`src/rtl/radix_nibble_pkg.sv`:
```
package radix_nibble_pkg;
  localparam int DIGIT_W   = 4;
  localparam int RADIX_W   = DIGIT_W + 1;
  localparam int MAX_RADIX = 1 << DIGIT_W;

  typedef enum logic [1:0] {
    OP_ADD = 2'b00,
    OP_SUB = 2'b01,
    OP_INC = 2'b10,
    OP_DEC = 2'b11
  } nib_op_e;

  // strobes from control to datapath
  typedef struct packed {
    logic               subMode;   // subtract direction
    logic               unitStep;  // second operand forced to 1, carry ignored
    logic               maskB;     // second operand forced to 0
    logic [RADIX_W-1:0] radix;     // decoded radix, 1..MAX_RADIX
  } nib_ctrl_t;
endpackage

```
`src/rtl/radix_nibble_ctrl.sv`:
```
module radix_nibble_ctrl
  import radix_nibble_pkg::*;
(
  input  logic [1:0]         opSel,
  input  logic               dropB,
  input  logic [DIGIT_W-1:0] radixField,
  output nib_ctrl_t          ctrl
);
  logic [RADIX_W-1:0] fieldExt;

  assign fieldExt = {1'b0, radixField};

  always_comb begin
    ctrl.subMode  = opSel[0];
    ctrl.unitStep = opSel[1];
    ctrl.maskB    = dropB & ~opSel[1];
    if (radixField == '0)
      ctrl.radix = RADIX_W'(MAX_RADIX);
    else if (opSel[0])
      ctrl.radix = fieldExt;
    else
      ctrl.radix = RADIX_W'(MAX_RADIX) - fieldExt;
  end
endmodule

```
`src/rtl/radix_nibble_dpath.sv`:
```
module radix_nibble_dpath
  import radix_nibble_pkg::*;
(
  input  nib_ctrl_t          ctrl,
  input  logic [DIGIT_W-1:0] opA,
  input  logic [DIGIT_W-1:0] opB,
  input  logic               carryIn,
  output logic [DIGIT_W-1:0] result,
  output logic               carryOut,
  output logic               zeroOut
);
  localparam int EXT_W = DIGIT_W + 2;

  logic [DIGIT_W-1:0] secondOp;
  logic               carryUse;
  logic [EXT_W-1:0]   aExt, bExt, cExt, radixExt;
  logic [EXT_W-1:0]   addRaw, subRaw;
  logic               addWrap, subWrap;

  always_comb begin
    if (ctrl.unitStep)   secondOp = DIGIT_W'(1);
    else if (ctrl.maskB) secondOp = '0;
    else                 secondOp = opB;
  end

  assign carryUse = carryIn & ~ctrl.unitStep;
  assign aExt     = {2'b00, opA};
  assign bExt     = {2'b00, secondOp};
  assign cExt     = EXT_W'(carryUse);
  assign radixExt = {1'b0, ctrl.radix};

  assign addRaw  = aExt + bExt + cExt;
  assign subRaw  = aExt - bExt - cExt;
  assign addWrap = (addRaw >= radixExt);
  assign subWrap = subRaw[EXT_W-1];

  always_comb begin
    if (ctrl.subMode) begin
      carryOut = subWrap;
      result   = DIGIT_W'(subWrap ? subRaw + radixExt : subRaw);
    end else begin
      carryOut = addWrap;
      result   = DIGIT_W'(addWrap ? addRaw - radixExt : addRaw);
    end
  end

  assign zeroOut = (result == '0);
endmodule

```
`src/rtl/radix_nibble_alu.sv`:
```
module radix_nibble_alu
  import radix_nibble_pkg::*;
#(
  parameter bit REG_FLAGS = 1'b1
) (
  input  logic               clk,
  input  logic               rstN,
  input  logic [1:0]         opSel,
  input  logic               dropB,
  input  logic [DIGIT_W-1:0] radixField,
  input  logic [DIGIT_W-1:0] opA,
  input  logic [DIGIT_W-1:0] opB,
  input  logic               carryIn,
  output logic [DIGIT_W-1:0] result,
  output logic               carryOut,
  output logic               zeroOut,
  output logic               flagC,
  output logic               flagZ
);
  nib_ctrl_t ctrl;

  radix_nibble_ctrl u_ctrl (
    .opSel      (opSel),
    .dropB      (dropB),
    .radixField (radixField),
    .ctrl       (ctrl)
  );

  radix_nibble_dpath u_dpath (
    .ctrl     (ctrl),
    .opA      (opA),
    .opB      (opB),
    .carryIn  (carryIn),
    .result   (result),
    .carryOut (carryOut),
    .zeroOut  (zeroOut)
  );

  generate
    if (REG_FLAGS) begin : g_regFlags
      always_ff @(posedge clk or negedge rstN) begin
        if (!rstN) begin
          flagC <= 1'b0;
          flagZ <= 1'b0;
        end else begin
          flagC <= carryOut;
          flagZ <= zeroOut;
        end
      end
    end else begin : g_combFlags
      assign flagC = carryOut;
      assign flagZ = zeroOut;
    end
  endgenerate
endmodule

```
`config.mk`:
```
export PLATFORM = sky130hd
export DESIGN_NAME = radix_nibble_alu
export DESIGN_NICKNAME = d
export VERILOG_FILES = /design/src/rtl/radix_nibble_pkg.sv /design/src/rtl/radix_nibble_ctrl.sv /design/src/rtl/radix_nibble_dpath.sv /design/src/rtl/radix_nibble_alu.sv
export SDC_FILE = /design/constraint.sdc
export NUM_CORES = 1
export LEC_CHECK = 0
export CORE_MARGIN = 2
export CORE_UTILIZATION = 53
export CTS_CLUSTER_DIAMETER = 120
export CTS_CLUSTER_SIZE = 30
export DETAILED_ROUTE_END_ITERATION = 10
export GPL_TIMING_DRIVEN = 0
export PLACE_DENSITY_LB_ADDON = 0.1
export SKIP_LAST_GASP = 1
export SYNTH_ARGS = -nofsm -noshare
export SYNTH_HDL_FRONTEND = slang
export SYNTH_SLANG_ARGS = --single-unit
export TNS_END_PERCENT = 5
```
`constraint.sdc`:
```
create_clock -name clk -period 19.9 [get_ports clk]
set_clock_uncertainty 0.2 [all_clocks]
set_input_delay 5.97 -clock clk [delete_from_list [all_inputs] [get_ports clk]]
set_output_delay 5.97 -clock clk [all_outputs]
set_load 0.02 [all_outputs]
```
### Word level (Yosys, flattened, before mapping)

Cells that the tools add are included.

* bitwise gates (word level): 3
* order comparisons: 1
* $add $sub $neg: 7
* muxes and demuxes: 8
* reduce and logical (&&, ||, !) cells: 2

Operators with widths (count)
* 2-to-1 mux 4 bit: 5
* 2-to-1 mux 5 bit: 2
* zero test 4 bit: 2
* adder 5 x 1 -> 6 bit: 1
* >= comparator 6 x 5 -> 1 bit: 1
* subtractor 6 x 1 -> 6 bit: 1
* adder 4 x 4 -> 5 bit: 1
* subtractor 4 x 4 -> 5 bit: 1
* subtractor 5 x 4 -> 5 bit, first input constant: 1
* adder 4 bit: 1
* subtractor 4 bit: 1
* AND 1 bit: 2
* 2-to-1 mux 1 bit: 1
* NOT 1 bit: 1

* logic and storage cells: 23
* input port bits: 18
* output and inout bits: 8
* register bits after elaboration: 2

### Logic depth before layout (Yosys ltp)

Gate-level depths: netlist of run 1.

* word-level depth: 10
* mapped depth: 16

### Hierarchy

A second synthesis of run 1 with hierarchy kept.

* cells, all modules: 128
* area, all modules: 1046.0 µm²

Modules (own cells, without submodules)
* radix_nibble_dpath: cells an instance 109, area each 875.8 µm², times used 1, seq. area each 0.0 µm²
* radix_nibble_ctrl: cells an instance 17, area each 120.1 µm², times used 1, seq. area each 0.0 µm²
* radix_nibble_alu: cells an instance 2, area each 50.0 µm², times used 1, seq. area each 50.0 µm²

### Worst setup path before layout of run 1

No wires, ideal clock.

* path kind: input port to output port
* from: input port dropB
* to: output port zeroOut
* arrival time: 9.349 ns
* stages on the path: 14
* path slack: 4.381 ns
* cell sequence: inv_1 a21o_1 inv_1 fa_1 inv_1 fa_1 fa_1 a21oi_1 nor2_1 nor3_1 mux2i_1 nor3_1 or4_4 nor4_2

* cells in the longest elaborated chain, start to end: 9

RTL lines
* start, declared: line radix_nibble_alu.sv:9 `input logic dropB,`
* AND 1 bit (*): line radix_nibble_ctrl.sv:16 `ctrl.maskB = dropB & ~opSel[1];`
* 2-to-1 mux 4 bit (*): line radix_nibble_dpath.sv:22 `else if (ctrl.maskB) secondOp = '0;`
* 2-to-1 mux 4 bit (*): line radix_nibble_dpath.sv:21 `if (ctrl.unitStep) secondOp = DIGIT_W'(1);`
* subtractor 4 x 4 -> 5 bit / adder 4 x 4 -> 5 bit (equally long branches): line radix_nibble_dpath.sv:33, radix_nibble_dpath.sv:32
* subtractor 6 x 1 -> 6 bit / adder 5 x 1 -> 6 bit (equally long branches): line radix_nibble_dpath.sv:33, radix_nibble_dpath.sv:32
* adder 4 bit, or another cell as far along: line radix_nibble_dpath.sv:40 `result = DIGIT_W'(subWrap ? subRaw + radixExt : subRaw);`
* 2-to-1 mux 4 bit, on equally long branches: line radix_nibble_dpath.sv:40, radix_nibble_dpath.sv:43
* 2-to-1 mux 4 bit (*): line radix_nibble_dpath.sv:38 `if (ctrl.subMode) begin`
* named net result[3]: line radix_nibble_alu.sv:14 `output logic [DIGIT_W-1:0] result,`
* zero test 4 bit (*): line radix_nibble_dpath.sv:47 `assign zeroOut = (result == '0);`
* end, declared: line radix_nibble_alu.sv:16 `output logic zeroOut,`

Mark *: on every way through the listed nets, which the timed path passes. The rest lies on a longest branch.

### Worst setup path after layout of run 1

* from: input port opSel[1]
* to: output port zeroOut

* cells in the longest elaborated chain, start to end: 10

RTL lines
* start, declared: line radix_nibble_alu.sv:8 `input logic [1:0] opSel,`
* NOT 1 bit: line radix_nibble_ctrl.sv:16, radix_nibble_dpath.sv:26
* AND 1 bit: line radix_nibble_ctrl.sv:16
* 2-to-1 mux 4 bit: line radix_nibble_dpath.sv:22
* 2-to-1 mux 4 bit: line radix_nibble_dpath.sv:21
* subtractor 4 x 4 -> 5 bit / adder 4 x 4 -> 5 bit (equally long branches): line radix_nibble_dpath.sv:33, radix_nibble_dpath.sv:32
* subtractor 6 x 1 -> 6 bit / adder 5 x 1 -> 6 bit (equally long branches): line radix_nibble_dpath.sv:33, radix_nibble_dpath.sv:32
* adder 4 bit, or another cell as far along: line radix_nibble_dpath.sv:40
* 2-to-1 mux 4 bit, on equally long branches: line radix_nibble_dpath.sv:40, radix_nibble_dpath.sv:43
* 2-to-1 mux 4 bit (*): line radix_nibble_dpath.sv:38
* zero test 4 bit (*): line radix_nibble_dpath.sv:47

Every way passes the cells marked *; elsewhere a longest branch is shown, timed or not.

==> results of run 1 <==
layout make-up:
type / instances / area share
Multi-Input combinational cell: 103 / 0.6698
Timing Repair Buffer: 25 / 0.1908
Inverter: 20 / 0.05725
Sequential cell: 2 / 0.03817
Tap cell: 25 / 0.02385
Clock buffer: 3 / 0.01718
Buffer: 1 / 0.002863
sequential cells by signal, summed over array words and instances, names as in the netlist:
signal  count
flagC       1
flagZ       1
power by group through the flow:
stage | sequential, mW | clock, mW | combinational, mW
after detailed placement | 0.00535 | 0 | 0.0651
after CTS | 0.00531 | 0.00910 | 0.0654
after global placement | 0.00532 | 0 | 0.0622
final | 0.00530 | 0.00902 | 0.0653
after global routing | 0.00538 | 0.00963 | 0.0725
after floorplan | 0.00665 | 0 | 0.0421
kinds of logic (layout without fill, tap and decap cells):
group	count (synthesis)	after routing	share of synthesized area
AOI/OAI and AO/OA	27	27	0.1801
xor gates and xnor gates	10	10	0.08695
adders and majority gates	24	24	0.3354
buffers and inverters	21	49	0.07826
DFF	2	2	0.04969
muxes	8	8	0.08075
and+or+nand+nor	34	34	0.1888
cells in the final DEF (no fill, tap or decap), types with 3 or more instances in the layout:
master	n
fa_1	5
a21o_1	5
o21a_1	3
a211oi_1	3
ha_1	19
nor2b_1	3
mux2i_1	7
nor2_1	8
inv_1	20
clkbuf_4	3
nand2_1	11
xor2_1	4
nand3b_1	3
xnor2_1	6
clkdlybuf4s50_1	25
a21oi_1	10
per-stage QoR:
stage                     std cells  setup WS [ns]  area, um^2  power [mW]
after floorplan                 126          4.381        1007     0.04879
after global placement          176          3.434        1289     0.06754
after detailed placement        176          3.361        1289     0.07045
after CTS                       179          3.356        1311     0.07984
after global routing            179          3.092        1311     0.08750
final                           179          3.383        1311     0.07958
per-layer routing:
layer | up-vias | global-route usage | part of all wire
met3 | 4 | 0.02642 | 0.039
li1 | 493 | - | -
met4 | 0 | 0.05405 | 0.017
met1 | 443 | 0.2280 | 0.38
met2 | 30 | 0.4838 | 0.56
met5 | - | 0 | 0
worst paths after layout:
kind	end	slack [ns]	cells past startpoint
max in group asynchronous	flagZ	13.67	1
setup / recovery	zeroOut	3.38	15
min in group clk	flagC	6.53	3
hold / removal	flagC	5.71	1
critical path, delay by kind of cell:
kind / cells / cell delay, ns
multiplexers: 1 / 0.21
adder cells (fa/ha/maj): 3 / 1.38
buffers and inverters: 4 / 1.30
AO/OA/AOI/OAI: 2 / 0.27
AND/OR/NAND/NOR: 5 / 1.22
==> key figures, run 1 <==
Die
  – Floorplan row count: 15
  – Starting density of the core: 0.5709
  – Die Width: ~48 um
  – CORE AREA: between 1500 and 2000 um^2
  – I/O Pins: 26
  – Die footprint: 2265 um^2
  – Die extent in y: around 48 um

Clocking
  – TritonCTS Buffers: 3
  – Max H-tree Level: 1
  – # clock sinks: 2
  – Post_cts resized: 0
  – CTS tree: yes
  – Hold-fix buffers, CTS: 0
  – Setup bufs post-CTS: 0
  – Clock Pin Slew Worst Setup and Hold Paths: 0.03 ns
  – Root Driver: clkbuf_4
  – Clock Path Buffers: 2

Final layout
  – Nets: 198
  – Layout cells sized above 1: 0.05844
  – Diode count: 0
  – Final Util: 0.7433
  – # fillers: ~160
  – Multi-input logic area: a little under 900 um^2
  – FF/Latch Area: around 50 um^2
  – Syn-to-layout area delta: 30.19%

STA
  – Final hold violations: 0
  – Period utilization: 0.8300
  – Relative slew slack: 0.6724
  – RSZ-0062 raised after global routing: false
  – Fmax: between 0.06 and 0.07 GHz
  – Worst hold slack: 5.707 ns
  – Fin crit period: approximately 17 ns
  – Fin. max-slew vios: 0
  – Worst slew pin tran: 0.4914 ns
  – Final setup TNS: 0 ns
  – Final setup fails: 0

Run status
  – Status: completed

Logic synthesis
  – Synth top area share: 0.2360
  – Mapped Cells: 126
  – Synth cell types: 29
  – #FFs+latches synth: 2
  – Avg Cell Area, Syn: around 8 um^2
  – Post-synth EDFFs: 0
  – Synth area leader: ha_1
  – Yosys warnings: 0
  – Post-Syn Area: about 1000 um^2
  – Synth Flop Type: dfrtp_1
  – Syn_nets: roughly 170
  – Most common cell in the netlist: inv_1
  – Top post-synthesis cells by area: ha_1 24%, fa_1 9.9%, inv_1 7.5%, mux2i_1 7.0%, xnor2_1 5.2%
  – Synth async-reset ratio: 1.000
  – Share of the yosys chip area belonging to registers: 0.04969
  – Most frequent cells after synthesis: 20 x inv_1, 19 x ha_1, 11 x nand2_1

Setup path
  – Crit path from: opSel[1]
  – CP dominant cell by count: fa_1
  – Element type at the critical path end: output port
  – Crit-path max cell delay: 0.65 ns
  – WS Path Type: primary input to output port
  – Crit path cell chain: clkdlybuf4s50_1 -> a21o_1 -> inv_1 -> fa_1 -> inv_1 -> fa_1 -> fa_1 -> a21oi_1 -> nor2_1 -> nor3_1 -> mux2i_1 -> nor3_1 -> or4_4 -> nor4_2 -> clkdlybuf4s50_1
  – Slowest-stage cell, CP: clkdlybuf4s50_1
  – Critical path startpoint category: primary input
  – Crit path DAT: 10.35 ns
  – Critical Path Fanout Max: 3
  – Worst path required time: roughly 14 ns

Global route
  – Largest net degree at the start of global routing: 11
  – First-pass GRT wire length: about 3700 um
  – Vias in the first global route: 972
  – Initial antenna violation count: 0
  – Gr ovfl total: 0
  – Total GRT Usage: 0.2279

Detailed routing
  – Vias: between 900 and 1,000
  – 1st-pass router iterations: 4
  – Iteration-0 DRC Markers: 27
  – DRC viols: 0
  – WL per Instance: 12.51 um
  – WL final: between 2000 and 2500 um
  – Final ANT Viol Nets: 0
  – Via/cell ratio: 5.419

Run
  – Max-cap viol count: 0

Min path
  – Type of the tightest min-delay check: primary input to async pin

Pwr
  – Int Power: roughly 43 uW
  – Power Density: between 60 and 70 nW/um^2
  – Pleak: 0.6551 nW
  – Clock share of power: 0.113
  – Switching power: 37.04 uW
  – Switching share of power: 0.4654
  – Worst vdd ir: 0.03382 mV
  – Seq pwr share: 0.067
  – Logic pwr share: 0.820

Place
  – Placer Congestion: 0.8024
  – Post-DP HPWL: 2011 um
  – Port Buffers: 25
(Power assumes the default switching activity.)
==> inputs of run 2 (changes only) <==
CORE_UTILIZATION = 49   (was 53)
clock period = 15.9 ns   (was 19.9 ns; I/O delays follow)
==> run 2 against run 1 <==
  * Critical path depth did not move
  * Largest cell class unchanged
  * Critical path type unchanged
  * Die area up 7.5%
  * First-iteration DRC count shrank 48%
==> key figures, run 2 (synthesized netlist as in run 1, its figures left out) <==
Global route
  – First-pass GRT wire length: 3463 um (-6.5%)
  – Initial antenna violation count: 0 (unchanged)
  – Largest net degree at the start of global routing: 11 (unchanged)
  – Total GRT Usage: 0.1780 (-0.04991)
  – Gr ovfl total: 0 (unchanged)
  – Vias in the first global route: 859 (-12%)

Setup path
  – Crit path DAT: 9.14 ns (-1.21 ns)
  – Critical path startpoint category: primary input
  – CP dominant cell by count: fa_1
  – WS Path Type: primary input to output port
  – Crit path cell chain: clkdlybuf4s50_1 -> a21o_1 -> inv_1 -> fa_1 -> inv_1 -> fa_1 -> fa_1 -> a21oi_1 -> nor2_1 -> nor3_1 -> mux2i_1 -> nor3_1 -> or4_4 -> nor4_2 -> clkdlybuf4s50_1
  – Critical Path Fanout Max: 3 (unchanged)
  – Element type at the critical path end: output port
  – Slowest-stage cell, CP: clkdlybuf4s50_1
  – Crit-path max cell delay: 0.66 ns (about the same)
  – Crit-path leading delay family: adder cells
  – WP buf/inv: 4 (unchanged)
  – Worst path required time: 10.93 ns (-2.80 ns)

Final layout
  – Syn-to-layout area delta: 30.43%
  – Layout cells sized above 1: 0.05844 (unchanged)
  – Most common cell after layout, fill and taps aside: clkdlybuf4s50_1
  – Biggest regs: flagC (1), flagZ (1)
  – Final cell count without fillers: 181 (+1.1%)
  – Most frequent cells in the layout: 25 x clkdlybuf4s50_1, 20 x inv_1, 19 x ha_1, 11 x nand2_1, 10 x a21oi_1
  – Diode count: 0 (unchanged)
  – Nets: 198 (unchanged)

Place
  – Post-Place Setup Slack: 1.795 ns (-1.567 ns)
  – Port Buffers: 25 (unchanged)
  – Placed cells: 178 (+1.1%)
  – Placer Congestion: 0.7737 (-3.6%)
  – Post-DP HPWL: 1822 um (-9.4%)

Detailed routing
  – WL per Instance: 11.10 um (-11%)
  – WL final: 2010 um (-10%)
  – Final ANT Viol Nets: 0 (unchanged)
  – Vias: 945 (-2.6%)
  – 1st-pass router iterations: 4 (unchanged)
  – Via/cell ratio: 5.221 (-3.7%)
  – Iteration-0 DRC Markers: 14 (-48%)
  – DRC viols: 0 (unchanged)

Run
  – Max-cap viol count: 0 (unchanged)

Clocking
  – CTS tree: yes
  – # clock sinks: 2 (unchanged)
  – Max H-tree Level: 1 (unchanged)
  – Root Driver: clkbuf_4
  – Clock Path Buffers: 2 (unchanged)
  – Clock Pin Slew Worst Setup and Hold Paths: 0.03 ns (about the same)
  – Setup bufs post-CTS: 0 (unchanged)
  – Post_cts resized: 0 (unchanged)
  – TritonCTS Buffers: 3 (unchanged)
  – Hold-fix buffers, CTS: 0 (unchanged)

Pwr
  – Pleak: 0.6551 nW (unchanged)
  – Power Density: 74.87 nW/um^2 (+23%)
  – Power, Total: 98.36 uW (+24%)
  – Worst vdd ir: 0.04557 mV (+35%)

STA
  – Final setup fails: 0 (unchanged)
  – Worst hold slack: 4.506 ns (-1.201 ns)
  – RSZ-0062 raised after global routing: false
  – Final setup TNS: 0 ns (unchanged)
  – Worst setup margin: 1.793 ns (-1.590 ns)
  – Final hold violations: 0 (unchanged)
  – Fin crit period: 14.11 ns
  – Worst slew pin tran: 0.4985 ns (+0.007172 ns)
  – Period utilization: 0.8872
  – Relative slew slack: 0.6676 (-0.004781)
  – Fmax: 0.07089 GHz
  – Fin. max-slew vios: 0 (unchanged)

Die
  – I/O Pins: 26 (unchanged)
  – Starting density of the core: 0.5187 (-0.05224)
  – Die footprint: 2434 um^2 (+7.5%)
  – Floorplan row count: 16 (+1)
  – Die Width: 49.34 um (+3.7%)
  – CORE AREA: 1942 um^2 (+10%)
  – Die extent in y: 49.34 um (+3.7%)

Min path
  – Type of the tightest min-delay check: primary input to async pin

Run status
  – Status: completed
-- run 2: cell counts in the layout (fill, tap and decap cells not counted) --
No cell type changed its count.
-- run 2: power by group --
group	switching, mW	internal, mW	leakage [nW]
Sequential	0.000274	0.00632	0.0256
Clock	0.00299	0.00833	0.0138
Combinational	0.0421	0.0383	0.616
-- run 2: through the flow --
stage	instance area [um^2]	util
4_1_cts	1314	0.6765
2_1_floorplan	1007	-
3_5_place_dp	1291	0.6649
5_1_grt	1314	0.6765
6_report	1314	0.6765
3_3_place_gp	1291	0.6649
-- run 2: worst max path at each step --
stage               depth (start not counted)  startpoint  slack, ns  endpoint
floorplan                                  14       dropB       2.78   zeroOut
global placement                           15    opSel[1]       1.79   zeroOut
detailed placement                         15     carryIn       1.79   zeroOut
CTS                                        15    opSel[1]       1.80   zeroOut
global route                               15    opSel[1]       1.51   zeroOut
finish                                     15    opSel[1]       1.79   zeroOut
-- run 2: metal layers --
| metal | track usage | wire length [um] | part of all wire |
|---|---|---|---|
| met2 | 0.3311 | 937 | 0.47 |
| met3 | 0.02147 | 70 | 0.035 |
| met1 | 0.2135 | 986 | 0.49 |
| met4 | 0.04286 | 15 | 0.0075 |
| met5 | 0 | 0 | 0 |
-- run 2: cell type report --
class | instances | area, um^2
Fill cell | 175 | 628.1
Sequential cell | 2 | 50.05
Timing Repair Buffer | 25 | 250.2
Tap cell | 27 | 33.78
Inverter | 20 | 75.07
Multi-Input combinational cell | 103 | 878.3
Buffer | 1 | 3.754
Clock buffer | 3 | 22.52
==> inputs of run 3 (changes only) <==
CTS_CLUSTER_DIAMETER = not set   (was 120)
==> results of run 3 <==
The final DEF is identical to that of run 2; final timing and power are the same.
